<file path="config.mk">
export PLATFORM = sky130hd
export DESIGN_NAME = syncSerialChan
export DESIGN_NICKNAME = d
export VERILOG_FILES = /design/src/rtl/syncSerialPkg.sv /design/src/rtl/syncSerialCtl.sv /design/src/rtl/syncSerialDp.sv /design/src/rtl/syncSerialChan.sv
export SDC_FILE = /design/constraint.sdc
export NUM_CORES = 1
export LEC_CHECK = 0
export BUFFER_PORTS_ARGS = -buffer_cell sky130_fd_sc_hd__buf_2
export CORE_AREA = 2 2 89 91
export CTS_CLUSTER_DIAMETER = 30
export DETAILED_ROUTE_END_ITERATION = 10
export DIE_AREA = 0 0 91 93
export PLACE_DENSITY = 0.76
export RECOVER_POWER = 25
export SLEW_MARGIN = 10
export SYNTH_ARGS = -nofsm -noshare
export SYNTH_HDL_FRONTEND = slang
export SYNTH_SLANG_ARGS = --single-unit
export TNS_END_PERCENT = 5
</file>
<file path="constraint.sdc">
create_clock -name clk -period 2.7 [get_ports clk]
set_input_delay 0.135 -clock clk [delete_from_list [all_inputs] [get_ports clk]]
set_output_delay 0.135 -clock clk [all_outputs]
set_load 0.02 [all_outputs]
</file>
<file path="src/rtl/syncSerialPkg.sv">
package syncSerialPkg;

  typedef struct packed {
    logic load;
    logic drive;
    logic sample;
    logic done;
  } dpStrobes_t;

endpackage

</file>
<file path="src/rtl/syncSerialCtl.sv">
module syncSerialCtl
  import syncSerialPkg::*;
#(
  parameter int DW = 16,
  localparam int CW = $clog2(DW),
  localparam int TW = $clog2(2 * DW + 2)
) (
  input  logic          clk,
  input  logic          rstN,
  input  logic          enable,
  input  logic          masterMode,
  input  logic          cpol,
  input  logic          cpha,
  input  logic [CW-1:0] wCode,
  input  logic          txWrite,
  input  logic          flagClr,
  input  logic          baudTick,
  input  logic          sclkIn,
  output dpStrobes_t    strb,
  output logic [CW:0]   numBits,
  output logic          sclkReg,
  output logic          busy,
  output logic          rxFlag,
  output logic          txErr
);

  logic [TW-1:0] tickCnt, nextTick, lastTick;
  logic [CW:0]   bitCnt;
  logic          sync1, sync2, sync3;
  logic          syncEdge;
  logic          leadEv, trailEv, tickEv, errSet, abortXfer;

  always_comb begin
    numBits  = (wCode == '0) ? (CW+1)'(2) : ({1'b0, wCode} + (CW+1)'(1));
    lastTick = TW'({numBits, 1'b0}) + TW'(!cpha);
    nextTick = tickCnt + TW'(1);
    syncEdge = sync2 ^ sync3;
    errSet   = txWrite && busy;
    abortXfer = busy && !enable;
  end

  always_comb begin
    strb      = '0;
    leadEv    = 1'b0;
    trailEv   = 1'b0;
    tickEv    = 1'b0;
    strb.load = txWrite && enable && !busy;
    if (busy && enable && masterMode && baudTick) begin
      tickEv = 1'b1;
      if (!cpha) begin
        if (nextTick == TW'(1)) begin
          strb.drive = 1'b1;
        end else if (!nextTick[0]) begin
          leadEv      = 1'b1;
          strb.sample = 1'b1;
        end else begin
          trailEv = 1'b1;
          if (nextTick != lastTick) strb.drive = 1'b1;
        end
      end else begin
        if (nextTick[0]) begin
          leadEv     = 1'b1;
          strb.drive = 1'b1;
        end else begin
          trailEv     = 1'b1;
          strb.sample = 1'b1;
        end
      end
      if (nextTick == lastTick) strb.done = 1'b1;
    end else if (busy && enable && !masterMode && syncEdge) begin
      if (sync2 != cpol) leadEv = 1'b1;
      else               trailEv = 1'b1;
      if (cpha) begin
        strb.drive  = leadEv;
        strb.sample = trailEv;
      end else begin
        strb.sample = leadEv;
        strb.drive  = trailEv;
      end
      if (strb.sample && (bitCnt == numBits - (CW+1)'(1))) strb.done = 1'b1;
    end
  end

  always_ff @(posedge clk) begin
    if (!rstN) begin
      busy    <= 1'b0;
      tickCnt <= '0;
      bitCnt  <= '0;
      sclkReg <= 1'b0;
      rxFlag  <= 1'b0;
      txErr   <= 1'b0;
      sync1   <= 1'b0;
      sync2   <= 1'b0;
      sync3   <= 1'b0;
    end else begin
      sync1 <= sclkIn;
      sync2 <= sync1;
      sync3 <= sync2;

      if (abortXfer)      busy <= 1'b0;
      else if (strb.load) busy <= 1'b1;
      else if (strb.done) busy <= 1'b0;

      if (strb.load)   tickCnt <= '0;
      else if (tickEv) tickCnt <= nextTick;

      if (strb.load)        bitCnt <= '0;
      else if (strb.sample) bitCnt <= bitCnt + (CW+1)'(1);

      if (!(busy && masterMode)) sclkReg <= cpol;
      else if (leadEv)           sclkReg <= ~cpol;
      else if (trailEv)          sclkReg <= cpol;

      if (strb.done)    rxFlag <= 1'b1;
      else if (flagClr) rxFlag <= 1'b0;

      if (errSet)       txErr <= 1'b1;
      else if (flagClr) txErr <= 1'b0;
    end
  end

  // a write during a transfer raises the error flag
  a_r8_busy_write_err: assert property (@(posedge clk) disable iff (!rstN)
    (busy && txWrite) |=> txErr);

  // completion sets the flag and frees the unit
  a_r6_done_flag: assert property (@(posedge clk) disable iff (!rstN)
    (strb.done && enable) |=> (rxFlag && !busy));

  // an idle master rests its clock at the idle level
  a_r9_clk_idle: assert property (@(posedge clk) disable iff (!rstN)
    (masterMode && !busy && $past(!busy) && $stable(cpol) && $stable(masterMode))
      |-> (sclkReg == cpol));

endmodule

</file>
<file path="src/rtl/syncSerialDp.sv">
module syncSerialDp
  import syncSerialPkg::*;
#(
  parameter int DW = 16,
  localparam int CW = $clog2(DW)
) (
  input  logic          clk,
  input  logic          rstN,
  input  dpStrobes_t    strb,
  input  logic          masterMode,
  input  logic          lsbFirst,
  input  logic [CW:0]   numBits,
  input  logic [DW-1:0] txData,
  input  logic          sdiIn,
  output logic          sdoReg,
  output logic [DW-1:0] rxBuf
);

  logic [DW-1:0] shiftReg, widthMask, shifted;
  logic [CW-1:0] topIdx;
  logic          outBit, firstBit;

  always_comb begin
    topIdx = CW'(numBits - (CW+1)'(1));
    for (int i = 0; i < DW; i++) widthMask[i] = (i < int'(numBits));
    outBit   = lsbFirst ? shiftReg[0] : shiftReg[topIdx];
    firstBit = lsbFirst ? txData[0]   : txData[topIdx];
    if (lsbFirst) begin
      shifted         = shiftReg >> 1;
      shifted[topIdx] = sdiIn;
    end else begin
      shifted    = (shiftReg << 1) & widthMask;
      shifted[0] = sdiIn;
    end
  end

  always_ff @(posedge clk) begin
    if (!rstN) begin
      shiftReg <= '0;
      sdoReg   <= 1'b1;
      rxBuf    <= '0;
    end else begin
      if (strb.load) begin
        shiftReg <= txData & widthMask;
        if (!masterMode) sdoReg <= firstBit;
      end else begin
        if (strb.sample) shiftReg <= shifted;
        if (strb.drive)  sdoReg   <= outBit;
      end
      if (strb.done) rxBuf <= strb.sample ? shifted : shiftReg;
    end
  end

  // the receive buffer only changes on completion
  a_r6_rx_stable: assert property (@(posedge clk) disable iff (!rstN)
    !strb.done |=> $stable(rxBuf));

endmodule

</file>
<file path="src/rtl/syncSerialChan.sv">
module syncSerialChan
  import syncSerialPkg::*;
#(
  parameter int DW = 16,
  localparam int CW = $clog2(DW)
) (
  input  logic          clk,
  input  logic          rstN,
  input  logic          enable,
  input  logic          masterMode,
  input  logic          cpol,
  input  logic          cpha,
  input  logic          lsbFirst,
  input  logic [CW-1:0] wCode,
  input  logic          txWrite,
  input  logic [DW-1:0] txData,
  input  logic          flagClr,
  input  logic          baudTick,
  input  logic          sclkIn,
  input  logic          sdiIn,
  input  logic          clkLatch,
  input  logic          dataLatch,
  output logic          sclkOut,
  output logic          sdoOut,
  output logic [DW-1:0] rxData,
  output logic          rxFlag,
  output logic          txErr,
  output logic          busy
);

  dpStrobes_t  strb;
  logic [CW:0] numBits;
  logic        sclkReg, sdoReg, sclkInt, sdoInt;

  syncSerialCtl #(.DW(DW)) ctl (
    .clk(clk), .rstN(rstN), .enable(enable), .masterMode(masterMode),
    .cpol(cpol), .cpha(cpha), .wCode(wCode), .txWrite(txWrite),
    .flagClr(flagClr), .baudTick(baudTick), .sclkIn(sclkIn),
    .strb(strb), .numBits(numBits), .sclkReg(sclkReg), .busy(busy),
    .rxFlag(rxFlag), .txErr(txErr)
  );

  syncSerialDp #(.DW(DW)) dp (
    .clk(clk), .rstN(rstN), .strb(strb), .masterMode(masterMode),
    .lsbFirst(lsbFirst), .numBits(numBits), .txData(txData),
    .sdiIn(sdiIn), .sdoReg(sdoReg), .rxBuf(rxData)
  );

  always_comb begin
    sdoInt  = enable ? sdoReg : 1'b1;
    sclkInt = (enable && masterMode) ? sclkReg : 1'b1;
    sdoOut  = sdoInt & dataLatch;
    sclkOut = sclkInt & clkLatch;
  end

  // a disabled unit passes the port latches straight to the pins
  a_r10_disabled_pins: assert property (@(posedge clk) disable iff (!rstN)
    !enable |-> (sdoOut == dataLatch && sclkOut == clkLatch));

endmodule

</file>
### Word level (Yosys, flattened, before mapping)

Cells that the tools add are included.

| cells by class | value |
|---|---|
| div/mod/pow operators | 0 |
| eq/ne operators | 7 |
| order comparisons | 18 |
| reduce and logical (&&, ||, !) cells | 25 |
| muxes and demuxes | 50 |
| bitwise operators | 7 |
| add/sub/neg operators | 5 |
| multiply operators | 0 |
| shift-type cells | 0 |

Operators with widths:

| cell | number |
|---|---|
| 16-bit 2-to-1 mux | 3 |
| 4-bit by 5-bit less-than comparator with 1-bit output, first input constant | 8 |
| 1-bit 2-to-1 mux | 36 |
| 16-bit AND | 2 |
| 3-bit by 5-bit less-than comparator with 1-bit output, first input constant | 4 |
| 16-bit bitwise mux | 1 |
| 1-bit logical AND | 13 |
| 1-bit by 5-bit less-than comparator with 1-bit output, first input constant | 2 |
| 2-bit by 5-bit less-than comparator with 1-bit output, first input constant | 2 |
| 1-bit binary-select mux with 4-bit select | 2 |
| 2-bit 2-to-1 mux | 4 |
| 2-bit nonzero test | 4 |
| 6-bit by 1-bit adder with 6-bit output | 1 |
| 6-bit by 1-bit adder with 6-bit output, second input constant | 1 |
| 6-bit by 1-bit == test with 1-bit output, second input constant | 1 |
| 6-bit == test | 1 |
| 3-bit 2-to-1 mux | 2 |
| 6-bit inequality test | 1 |
| 4-bit by 1-bit adder with 5-bit output, second input constant | 1 |
| 5-bit by 1-bit adder with 5-bit output, second input constant | 1 |
| 5-bit == test | 1 |
| 4-bit by 5-bit less-than comparator with 1-bit output, second input constant | 1 |
| 5-bit 2-to-1 mux | 1 |
| 5-bit by 1-bit subtractor with 5-bit output, second input constant | 1 |
| 12 further kinds | 18 |

| storage, ports and cells | value |
|---|---|
| register bits after elaboration | 51 |
| latch bits | 0 |
| RAM bits | 0 |
| input port bits | 34 |
| memories kept | 0 |
| memory bits (read-only) | 0 |
| output and inout bits | 21 |

### Logic depth before layout (Yosys ltp)

Gate-level depths: netlist of run 1.

| logic depth | value |
|---|---|
| depth after elaboration | 11 |
| gate-level depth with buffers | 16 |
| gate-level depth less buffers | 13 |

### Hierarchy

From an unflattened synthesis of run 1, not the netlist that was laid out.

| second synthesis, totals | value |
|---|---|
| cells, all modules | 474 |
| area, all modules | 3,826.2 um^2 |

By module, submodules not included:

| module | instances | area each (um^2) | cells an instance | sequential area each (um^2) |
|---|---|---|---|---|
| syncSerialDp | 1 | 2,444.8 | 305 | 660.6 |
| syncSerialCtl | 1 | 1,358.8 | 165 | 360.3 |
| syncSerialChan | 1 | 22.5 | 4 | 0.0 |

### Worst setup path before layout of run 1

OpenSTA, ideal clock, no wires.

| path | value |
|---|---|
| kind | input port to flip-flop |
| from | in wCode[0] |
| to | reg ctl.busy |
| arrival time | 2,781 ps |
| data required time | 2,581 ps |
| setup time | 119 ps |
| slack | -201 ps |
| stages on the path | 15 |
| cells stage by stage | buf_2 -> inv_1 -> ha_1 -> nor3b_2 -> nor2_2 -> inv_1 -> ha_1 -> clkbuf_1 -> xnor2_1 -> nand2_1 -> nor4_1 -> nand4_1 -> o41ai_4 -> buf_2 -> o21ai_1 |

| on the way | value |
|---|---|
| longest elaborated chain between the ends | 9 |

Ends and longest elaborated chain:

| item | line | source |
|---|---|---|
| start: declaration | syncSerialChan.sv:14 | `input logic [CW-1:0] wCode,` |
| 4-bit by 1-bit adder with 5-bit output or 4-bit zero test (tied branches) | syncSerialCtl.sv:34 | `numBits = (wCode == '0) ? (CW+1)'(2) : ({1'b0, wCode} + (CW+1)'(1));` |
| 5-bit 2-to-1 mux * | syncSerialCtl.sv:34 |  |
| 5-bit by 1-bit subtractor with 5-bit output | syncSerialCtl.sv:80 | `if (strb.sample && (bitCnt == numBits - (CW+1)'(1))) strb.done = 1'b1;` |
| 5-bit == test | syncSerialCtl.sv:80 |  |
| 1-bit logical AND | syncSerialCtl.sv:80 |  |
| 1-bit 2-to-1 mux | syncSerialCtl.sv:80 |  |
| 3-bit 2-to-1 mux | syncSerialCtl.sv:70 | `end else if (busy && enable && !masterMode && syncEdge) begin` |
| 3-bit 2-to-1 mux * | syncSerialCtl.sv:48 | `if (busy && enable && masterMode && baudTick) begin` |
| 2-bit nonzero test (no source line) * | n/a |  |
| end signal: assignment | syncSerialCtl.sv:86 | `busy <= 1'b0;` |
| end signal: assignment | syncSerialCtl.sv:100 | `if (abortXfer) busy <= 1'b0;` |
| end signal: assignment | syncSerialCtl.sv:101 | `else if (strb.load) busy <= 1'b1;` |
| end: declaration | syncSerialCtl.sv:22 | `output logic busy,` |

Mark *: on every way between the ends. The rest lies on a longest branch, timed or not.
A chain may end at the register's enable or synchronous reset.

### Worst setup path in the final report of run 1

| path | value |
|---|---|
| from | reg ctl.tickCnt[0] |
| to | reg dp.rxBuf[7] |

| on the way | value |
|---|---|
| longest elaborated chain between the ends | 6 |

Ends and longest elaborated chain:

| item | line | source |
|---|---|---|
| start: declaration | syncSerialCtl.sv:27 | `logic [TW-1:0] tickCnt, nextTick, lastTick;` |
| start signal: assignment | syncSerialCtl.sv:105 | `else if (tickEv) tickCnt <= nextTick;` |
| 6-bit by 1-bit adder with 6-bit output * | syncSerialCtl.sv:36 | `nextTick = tickCnt + TW'(1);` |
| net ctl.nextTick[0] | syncSerialCtl.sv:27 |  |
| 6-bit by 1-bit == test with 1-bit output or 1-bit 2-to-1 mux (tied branches) | syncSerialCtl.sv:51, syncSerialCtl.sv:53, syncSerialCtl.sv:61 |  |
| 1-bit 2-to-1 mux | syncSerialCtl.sv:51 | `if (nextTick == TW'(1)) begin` |
| 2-bit 2-to-1 mux | syncSerialCtl.sv:50 | `if (!cpha) begin` |
| 3-bit 2-to-1 mux * | syncSerialCtl.sv:48 |  |
| 16-bit 2-to-1 mux | syncSerialDp.sv:50 | `if (strb.done) rxBuf <= strb.sample ? shifted : shiftReg;` |
| end signal: assignment | syncSerialDp.sv:50 |  |
| end: declaration | syncSerialDp.sv:16 | `output logic [DW-1:0] rxBuf` |

Mark *: on every way through the listed nets, which the timed path passes. The rest lies on a longest branch.

==> key figures, run 1 <==
Synthesis
  • Yosys cell types: 64
  • FFs w/ async S/R, synth: 0%
  • Top FF cell, synth: dfxtp_1
  • Sequential-to-total area share from yosys stat: a little over a quarter
  • Yosys warnings: 0
  • Post-synth top cells: nand2_1 (86), dfxtp_1 (51), nand3_1 (42), nor2_1 (38), clkbuf_1 (22)
  • Syn Area/Cell: 7.49 um^2
  • Synthesized flop and latch total: 51
  • Syn Inst Count: 515
  • Synthesized Nets: 560
  • Top-count cell post-synth: nand2_1
  • Post-synth top area cell: dfxtp_1
  • Ranking of synthesized cells by area: dfxtp_1 (26%), nand2_1 (8.4%), nand3_1 (5.4%), a21boi_0 (3.7%), nor2_1 (3.7%)
  • Number of enable flip-flop cells after synthesis: 0
  • Synth Cell Area: 3860 um^2
  • Synth top area share: 26.5%

Clock network
  • Clock Latency Late Sink: 0.32 ns
  • Root Driver: clkbuf_8
  • Number of hold buffers added after cts: 0
  • CTS tree: done
  • Clk sinks: 51
  • Number of CTS-inserted buffers: 5
  • Worst-path clk slew: 0.11 ns
  • Post-CTS Setup Bufs: 0
  • Clock Path Buffers: 2
  • H-tree depth: 2

Setup path
  • Worst path cell trace: inv_1 -> ha_1 -> xor2_1 -> o211ai_1 -> o32ai_1 -> o2111ai_1 -> o41ai_4 -> buf_12 -> mux2i_1 -> and2_1
  • Crit path launch type: register
  • Critical-path top delay cell: dfxtp_2
  • Worst Path Required: 2.97 ns
  • Crit path kind: register to register
  • CP max FO: 33
  • WP data arrival: 2.78 ns
  • Reg2Reg Depth: 10
  • Max incr delay on CP: 0.40 ns
  • CP endpoint kind: register

Layout
  • Layout cell share with drive strength beyond 1: roughly 16%
  • Final core utilization: around 58%
  • Area delta synth->final: 13.3%
  • Final #Nets: around 600
  • Finished Cell Area: 4370 um^2
  • Ant diodes: 0

Placement
  • Dpl hpwl: 8.12 mm
  • GP Congestion: 0.966
  • IO buf count: 54
  • DP Worst Slack: 0.0812 ns
  • Placed cell area: 4290 um^2

Die
  • Num rows: 32
  • Full die area: 8460 um^2
  • Die X: 91 um
  • Die Ht: 93 um
  • CORE AREA: 7530 um^2
  • I/O pin count: between 50 and 60
  • Starting density of the core: 51.2%

Detailed routing
  • Initial drt markers: 308
  • Vias post-DR: 3,960
  • Routed WL: 10.9 mm
  • Via-to-Cell Ratio: 5.98
  • Router iterations before antenna repair: 5
  • DRC: 0
  • WL/cell: 16.4 um
  • Final antenna-violating net count: 0

STA
  • Setup WS post-layout: 0.196 ns
  • Final setup TNS: 0 ns
  • Final hold vios: 0
  • Worst-Margin Slew: 0.908 ns
  • Hold Worst Slack: 0.0189 ns
  • Slew Limit Fails: 0
  • Slew headroom: 39.4%
  • Period minus WS final: about 2.5 ns
  • Clk_skew: 0.0107 ns
  • Final setup fails: 0
  • Tcrit/Tclk final: 92.7%
  • Unrepaired setup endpoints after global routing: false
  • F_max: 399 MHz

GRT
  • Vias in the first global route: approximately 3.7k
  • Gr usage total: between 20% and 30%
  • Largest net degree at the start of global routing: 60
  • First-pass GRT wire length: about 18 mm
  • Initial antenna violation count: 0
  • GRT overflow: 0

Run status
  • Status: finished, final reports clean

Worst hold path
  • Hold crit path type: primary input to register
  • Hold Path Cell Cnt: 2

Pwr
  • Leakage: 1.66 nW
  • Pwr Density: 378 nW/um^2
  • Worst IR drop on VDD: 0.223 mV

Job
  • Max-cap violations: 0
==> cell usage in the layout, fill, tap and decap left out, drive strengths merged, types with 9 or more instances in the layout <==
| master | instances |
|---|---|
| o21ai | 35 |
| nand4 | 9 |
| a31oi | 15 |
| and2 | 11 |
| xnor2 | 13 |
| nor2 | 39 |
| a21oi | 19 |
| mux2i | 14 |
| dfxtp | 51 |
| ha | 11 |
| clkbuf | 19 |
| a21boi | 19 |
| buf | 59 |
| nand3 | 44 |
| nand2 | 86 |
| mux2 | 10 |
| inv | 17 |
==> state kept, by name, summed over array words and instances, names as in the netlist <==
signal and cells:
ctl.bitCnt 5, ctl.sclkReg 1, ctl.txErr 1, ctl.busy 1
ctl.sync1 1, ctl.rxFlag 1, ctl.sync3 1, dp.rxBuf 16
dp.shiftReg 16, ctl.tickCnt 6, ctl.sync2 1, dp.sdoReg 1
==> critical path, delay by kind of cell (launching register included) <==
kind                       cells  cell delay [ns]
and+or+nand+nor                1             0.13
muxes                          1             0.18
adders and majority gates      1             0.37
DFF                            1             0.40
buffers and inverters          2             0.33
AOI/OAI and AO/OA              4             0.86
xor gates and xnor gates       1             0.18
==> final timing paths <==
| check | startpoint | end | slack (ns) |
|---|---|---|---|
| setup reg to reg | ctl.tickCnt[0]$_SDFFE_PP0P_ | dp.rxBuf[7]$_SDFFE_PN0P_ | 0.20 |
| hold / removal | sclkIn | ctl.sync1$_SDFF_PN0_ | 0.02 |
| setup / recovery | ctl.tickCnt[0]$_SDFFE_PP0P_ | dp.rxBuf[7]$_SDFFE_PN0P_ | 0.20 |
| hold reg to reg | ctl.sync1$_SDFF_PN0_ | ctl.sync2$_SDFF_PN0_ | 0.45 |
==> through the flow <==
| stage | power (mW) | cells |
|---|---|---|
| floorplan | 1.04 | 515 |
| global placement | 1.17 | 654 |
| detailed placement | 1.17 | 654 |
| CTS | 1.66 | 662 |
| global route | 1.72 | 662 |
| finish | 1.65 | 662 |
==> repair_timing <==
action,4_1_cts,5_1_grt
endpoints found under the hold margin,0,0
resized for setup,0,1
setup endpoints to repair,0,6
==> where the power goes <==
part           switching [mW]  internal (mW)
sequential             0.0146          0.766
combinational           0.234          0.150
clock                   0.297          0.190
==> area by class of cell <==
| class | instances | area [um^2] |
|---|---|---|
| Timing Repair Buffer | 73 | 433 |
| Multi-Input combinational cell | 412 | 2630 |
| Clock inverter | 3 | 25.0 |
| Fill cell | 771 | 3160 |
| Clock buffer | 5 | 68.8 |
| Inverter | 16 | 60.1 |
| Sequential cell | 51 | 1020 |
| Tap cell | 102 | 128 |
==> metal layers <==
| metal | up-vias | track usage, % | wire [um] |
|---|---|---|---|
| li1 | 1927 | - | - |
| met1 | 1847 | 34.0 | 4800 |
| met2 | 149 | 44.2 | 5060 |
| met3 | 37 | 4.03 | 587 |
| met4 | 0 | 9.97 | 437 |
| met5 | - | 0 | 0 |
==> kinds of logic (layout without fill, tap and decap cells) <==
kind of cell               count (synthesis)  after routing  share of synthesized area (%)
muxes                                     27             27                           8.30
and+or+nand+nor                          225            225                           27.9
buffers and inverters                     52             97                           5.68
DFF                                       51             51                           26.5
AOI/OAI and AO/OA                        127            127                           22.7
adders and majority gates                 11             11                           3.57
xor gates and xnor gates                  22             22                           5.35
(Power assumes the default switching activity.)
==> run 2: changes to the inputs <==
PLACE_DENSITY = 0.87   (was 0.76)
RECOVER_POWER = 50   (was 25)
==> run 2 against run 1 <==
- clock power fell by 1%
- first-iteration DRC count fell by 24%
- largest cell class unchanged
- sequential share of layout area shrank 0.68 points
- clock skew barely moved
- register-to-register slack about the same
- final cell count rose by 3.2%
- cell area increased by 2.9%
- critical path depth up 1
- critical endpoint unchanged
- utilization increased by 1.7 points
- die area did not move
- sequential power is essentially flat
- flip-flop and latch count stayed put
==> key figures, run 2 (synthesis results as in run 1) <==
Detailed routing
  • Final antenna-violating net count: 0 (unchanged)
  • Routed WL: 11.5 mm (+6.1%)
  • Vias post-DR: 4,111 (+3.8%)
  • Initial drt markers: 233 (-24%)
  • WL/cell: 16.9 um (+2.8%)
  • DRC: 0 (unchanged)
  • Via-to-Cell Ratio: 6.02 (+0.62%)
  • Router iterations before antenna repair: 7 (+2)

GRT
  • GRT overflow: 0 (unchanged)
  • Met3 Use GR: 3.06% (-0.97 points)
  • Gr usage total: 27.0% (+0.79 points)
  • First-pass GRT wire length: 18.7 mm (+3.0%)
  • M1 GR Usage: 34.8% (+0.87 points)
  • Grt peak-use layer: met2
  • Largest net degree at the start of global routing: 56 (-6.7%)
  • Met2 usage: 46.4% (+2.2 points)
  • Vias in the first global route: 3,875 (+4.7%)
  • Initial antenna violation count: 0 (unchanged)

Die
  • Full die area: 8460 um^2 (unchanged)
  • Starting density of the core: 51.2% (unchanged)
  • Die X: 91 um (unchanged)
  • CORE AREA: 7530 um^2 (unchanged)
  • I/O pin count: 55 (unchanged)
  • Num rows: 32 (unchanged)
  • Die Ht: 93 um (unchanged)

Layout
  • Ant diodes: 0 (unchanged)
  • Commonest non-fill, non-tap cells in the layout: nand2_1 (86), dfxtp_1 (51), nand3_1 (42), buf_4 (39), nor2_1 (38)
  • Fillers: 720 (-6.6%)
  • Area delta synth->final: 16.5%
  • Final core utilization: 59.7% (+1.7 points)
  • Most common cell after layout, fill and taps aside: nand2_1
  • Layout cell share with drive strength beyond 1: 17.6% (+1.5 points)
  • Final #Nets: 625 (+3.5%)
  • Top flop regs: dp.rxBuf x16, dp.shiftReg x16, ctl.tickCnt x6

Setup path
  • Crit path kind: register to register
  • Worst Path Required: 2.96 ns (about the same)
  • Last element of the critical path: dp.rxBuf[7]$_SDFFE_PN0P_
  • R2r endpoint: dp.rxBuf[7]$_SDFFE_PN0P_
  • Worst reg2reg startpoint: ctl.tickCnt[0]$_SDFFE_PP0P_
  • Most frequent CP cell: buf_4
  • Reg2Reg Depth: 11 (+1)
  • Max incr delay on CP: 0.38 ns (-0.02 ns)
  • Reg-to-reg slack, setup: 0.20 ns (about the same)
  • Critical-path top delay cell: o41ai_4
  • CP max FO: 10 (-70%)
  • WP data arrival: 2.76 ns (-0.02 ns)
  • Worst path cell trace: buf_4 -> ha_1 -> xnor2_1 -> xnor2_1 -> o32ai_1 -> o2111ai_1 -> o41ai_4 -> buf_4 -> buf_4 -> mux2i_1 -> and2_1
  • CP endpoint kind: register
  • Crit path launch type: register
  • Crit path launch: ctl.tickCnt[0]$_SDFFE_PP0P_

Clock network
  • H-tree depth: 2 (unchanged)
  • Clock Path Buffers: 2 (unchanged)
  • CTS tree: done
  • Clk sinks: 51 (unchanged)
  • Post-cts sizing count: 0 (unchanged)
  • Number of CTS-inserted buffers: 5 (unchanged)
  • Root Driver: clkbuf_8
  • Worst-path clk slew: 0.11 ns (about the same)
  • Clock Latency Late Sink: 0.31 ns (about the same)

Pwr
  • Worst IR drop on VDD: 0.300 mV (+35%)
  • Leakage: 1.73 nW (+4.0%)
  • Total Power: 1.66 mW (+0.44%)
  • Pwr Density: 369 nW/um^2 (-2.4%)

STA
  • Worst-Margin Slew: 1.00 ns (+0.0955 ns)
  • Final hold vios: 0 (unchanged)
  • F_max: 400 MHz (about the same)
  • Final setup fails: 0 (unchanged)
  • Clk_skew: 0.0104 ns (-0.000368 ns)
  • Period minus WS final: 2.50 ns (-0.00188 ns)
  • Slew Limit Fails: 0 (unchanged)
  • Final setup TNS: 0 ns (unchanged)
  • Tcrit/Tclk final: 92.7% (about the same)
  • Slew headroom: 33.1% (-6.4 points)

Job
  • Max-cap violations: 0 (unchanged)

Run status
  • Status: finished, final reports clean

Placement
  • Dpl hpwl: 8.89 mm (+9.4%)
  • GP Congestion: 0.998 (+3.3%)
  • IO buf count: 54 (unchanged)

Worst hold path
  • Hold crit path type: primary input to register
  • Hold Startpoint: sclkIn
==> run 2: changes by cell type in the layout (fill, tap and decap cells not counted), sizes merged <==
cell and delta:
clkinv +1, buf +14, inv -1, clkbuf +7
==> run 2: worst max-delay path, delay by kind of cell, from the launching register on <==
kind	cells	cell delay, ns
adder cells (fa/ha/maj)	1	0.22
XOR/XNOR	2	0.35
AO/OA/AOI/OAI	3	0.73
buffers and inverters	3	0.52
multiplexers	1	0.16
flip-flops	1	0.34
AND/OR/NAND/NOR	1	0.13
==> run 2: metrics by stage <==
stage,cell area (um^2),setup WS [ns],cells,hold WS [ns]
floorplan,3870,0.00875,515,0.262
global placement,4410,0.0355,673,0.343
detailed placement,4410,-0.0359,673,0.358
CTS,4510,0.0465,681,0.0354
global route,4500,-0.00708,683,0.0473
finish,4500,0.198,683,0.0425
==> run 2: how the worst min path moves through the flow <==
stage,to,cells past startpoint
after floorplan,ctl.sync1$_SDFF_PN0_,1
after global placement,ctl.sync1$_SDFF_PN0_,2
after detailed placement,ctl.sync1$_SDFF_PN0_,2
after CTS,ctl.sync1$_SDFF_PN0_,2
after global routing,ctl.sync1$_SDFF_PN0_,2
final,ctl.sync1$_SDFF_PN0_,2
==> run 2: cell type report <==
class                           instances  area, um^2  share of cell area, %
Sequential cell                        51        1020                   22.7
Tap cell                              102         128                   2.84
Timing Repair Buffer                   94         557                   12.4
Clock buffer                            5        68.8                   1.53
Clock inverter                          3        27.5                  0.612
Inverter                               16        60.1                   1.34
Multi-Input combinational cell        412        2630                   58.6
==> run 2: what timing repair did <==
action | 4_1_cts | 5_1_grt
hold endpoints to repair | 0 | 0
endpoints found under the setup margin | 7 | 15
setup buffers | 0 | 2
hold buffers | 0 | 0
pin swaps | 1 | 1
==> run 2: per-layer routing <==
layer | part of all wire (%) | vias to the layer above | wire length [um]
met5 | 0 | - | 0
met4 | 3.7 | 0 | 427
met3 | 5.7 | 31 | 653
met2 | 48 | 170 | 5530
met1 | 43 | 1943 | 4930
li1 | - | 1967 | -
==> run 2: report_power, final <==
part / switching [mW] / internal (mW) / total (mW)
clock network: 0.290 / 0.191 / 0.481
registers: 0.0160 / 0.766 / 0.782
logic: 0.240 / 0.156 / 0.396
==> run 3: changes to the inputs <==
CORE_AREA = 2 2 90 92   (was 2 2 89 91)
DIE_AREA = 0 0 92 94   (was 0 0 91 93)
PLACE_DENSITY = 0.85   (was 0.87)
==> run 3 against run 2 <==
- die area up 2.2%
- register-to-register slack about the same
- flip-flop and latch count unchanged
- clock-buffer cell count unchanged
- clock skew down 0.0050 ns
- sequential share of layout area up 0.76 points
- sequential power about the same
- critical endpoint unchanged
- critical path type unchanged
==> key figures, run 3 (synthesis results as in run 1) <==
Run status
  • Status: finished, final reports clean

Setup path
  • CP max FO: 33 (+23)
  • Bufs and invs on worst path: 2 (-1)
  • Critical-path top delay cell: dfxtp_1
  • CP endpoint kind: register
  • Cell family with most CP delay: compound AO/OA/AOI/OAI gates
  • Crit path launch type: register
  • Max incr delay on CP: 0.46 ns (+0.08 ns)
  • Worst Path Required: 2.97 ns (about the same)
  • Worst path cell trace: inv_1 -> ha_1 -> xor2_1 -> o211ai_1 -> o32ai_1 -> o2111ai_1 -> o41ai_4 -> buf_12 -> mux2i_1 -> and2_1
  • Reg-to-reg slack, setup: 0.19 ns (about the same)
  • WP data arrival: 2.77 ns (about the same)
  • Crit path kind: register to register

Detailed routing
  • Vias post-DR: 4,033 (-1.9%)
  • WL/cell: 17.0 um (+0.45%)
  • Initial drt markers: 263 (+13%)
  • Routed WL: 11.2 mm (-2.8%)
  • Router iterations before antenna repair: 7 (unchanged)
  • DRC: 0 (unchanged)
  • Via-to-Cell Ratio: 6.10 (+1.4%)
  • Final antenna-violating net count: 0 (unchanged)

STA
  • Slew Limit Fails: 0 (unchanged)
  • Clk_skew: 0.00537 ns (-0.00501 ns)
  • Final setup TNS: 0 ns (unchanged)
  • Final hold vios: 0 (unchanged)
  • Unrepaired setup endpoints after global routing: false
  • Slew headroom: 25.4% (-7.7 points)
  • Period minus WS final: 2.51 ns (+0.00467 ns)
  • Worst-Margin Slew: 1.12 ns (+0.115 ns)
  • F_max: 399 MHz (-0.19%)
  • Tcrit/Tclk final: 92.9% (+0.17 points)
  • Final setup fails: 0 (unchanged)
  • Hold Worst Slack: 0.0181 ns (-0.0244 ns)

Die
  • I/O pin count: 55 (unchanged)
  • Die X: 92 um (+1.1%)
  • Num rows: 32 (unchanged)
  • Die Ht: 94 um (+1.1%)
  • CORE AREA: 7610 um^2 (+1.1%)
  • Full die area: 8650 um^2 (+2.2%)
  • Starting density of the core: 50.7% (-0.54 points)

Layout
  • Ant diodes: 0 (unchanged)
  • Commonest non-fill, non-tap cells in the layout: nand2_1 (86), dfxtp_1 (51), nand3_1 (42), nor2_1 (38), buf_2 (33)
  • Fillers: 739 (+2.6%)
  • Area delta synth->final: 12.8%
  • Layout cell share with drive strength beyond 1: 14.5% (-3.1 points)
  • Final #Nets: 603 (-3.5%)
  • Top flop regs: dp.rxBuf x16, dp.shiftReg x16, ctl.tickCnt x6
  • Area occupied by multi-input gates: 2640 um^2 (+0.28%)
  • Final Instance Count excl. Fillers: 661 (-3.2%)
  • Storage cell area: 1020 um^2 (unchanged)
  • Most common cell after layout, fill and taps aside: nand2_1

Job
  • Max-cap violations: 0 (unchanged)

Clock network
  • Number of CTS-inserted buffers: 5 (unchanged)
  • H-tree depth: 2 (unchanged)
  • Worst-path clk slew: 0.11 ns (about the same)
  • Root Driver: clkbuf_8
  • Clock Latency Late Sink: 0.32 ns (about the same)
  • CTS tree: done
  • Number of hold buffers added after cts: 0 (unchanged)
  • Clock Path Buffers: 2 (unchanged)
  • Post-CTS Setup Bufs: 0 (unchanged)
  • Clk sinks: 51 (unchanged)

Pwr
  • Pwr Density: 380 nW/um^2 (+2.9%)
  • Leakage: 1.63 nW (-5.9%)
  • Worst IR drop on VDD: 0.242 mV (-19%)

GRT
  • Vias in the first global route: 3,671 (-5.3%)
  • Largest net degree at the start of global routing: 60 (+7.1%)
  • Gr usage total: 25.9% (-1.1 points)
  • Initial antenna violation count: 0 (unchanged)
  • First-pass GRT wire length: 18.0 mm (-3.7%)
  • GRT overflow: 0 (unchanged)

Placement
  • IO buf count: 54 (unchanged)
  • DP Cell Count: 653 (-3.0%)
  • GP Congestion: 0.977 (-2.1%)
  • Dpl hpwl: 8.30 mm (-6.6%)

Worst hold path
  • Hold crit path type: primary input to register
## run 3: final timing paths
path                          startpoint                        to  cells after the start
max          ctl.tickCnt[1]$_SDFFE_PP0P_  dp.rxBuf[7]$_SDFFE_PN0P_                     10
min                               sclkIn      ctl.sync1$_SDFF_PN0_                      2
max reg2reg  ctl.tickCnt[1]$_SDFFE_PP0P_  dp.rxBuf[7]$_SDFFE_PN0P_                     10
min reg2reg         ctl.sync1$_SDFF_PN0_      ctl.sync2$_SDFF_PN0_                      1
## run 3: cell type report
type	count	area share [%]
clock buffer	5	1.58
sequential	51	23.5
tap	102	2.93
clock inverter	3	0.633
inverter	16	1.38
multi-input combinational	412	60.7
timing repair buffer	72	9.29
## run 3: power by group
group          leakage (nW)  internal [mW]  switching, mW
sequential            0.413          0.766         0.0144
combinational          1.17          0.145          0.234
clock                0.0467          0.193          0.300
total                  1.63           1.10          0.547
## run 3: per-layer routing
metal,global-route usage (%),share of wire (%),vias up
met5,0,0,-
met4,10.9,3.9,0
met3,4.01,7.4,37
met2,42.5,46,190
met1,34.0,42,1880
li1,-,-,1926
## run 3: per-stage QoR
| stage | setup WS, ns | cell area (um^2) | power [mW] | util [%] |
|---|---|---|---|---|
| floorplan | 0.00875 | 3870 | 1.04 | - |
| detailed placement | 0.00913 | 4270 | 1.17 | 56.2 |
| global placement | 0.135 | 4270 | 1.16 | 56.2 |
| global route | 0.0273 | 4350 | 1.72 | 57.2 |
| CTS | 0.149 | 4370 | 1.66 | 57.4 |
| finish | 0.193 | 4350 | 1.65 | 57.2 |
## run 3: repair_timing
action,in CTS,in global routing
resized for setup,0,1
setup endpoints to repair,0,1
endpoints found under the hold margin,0,0
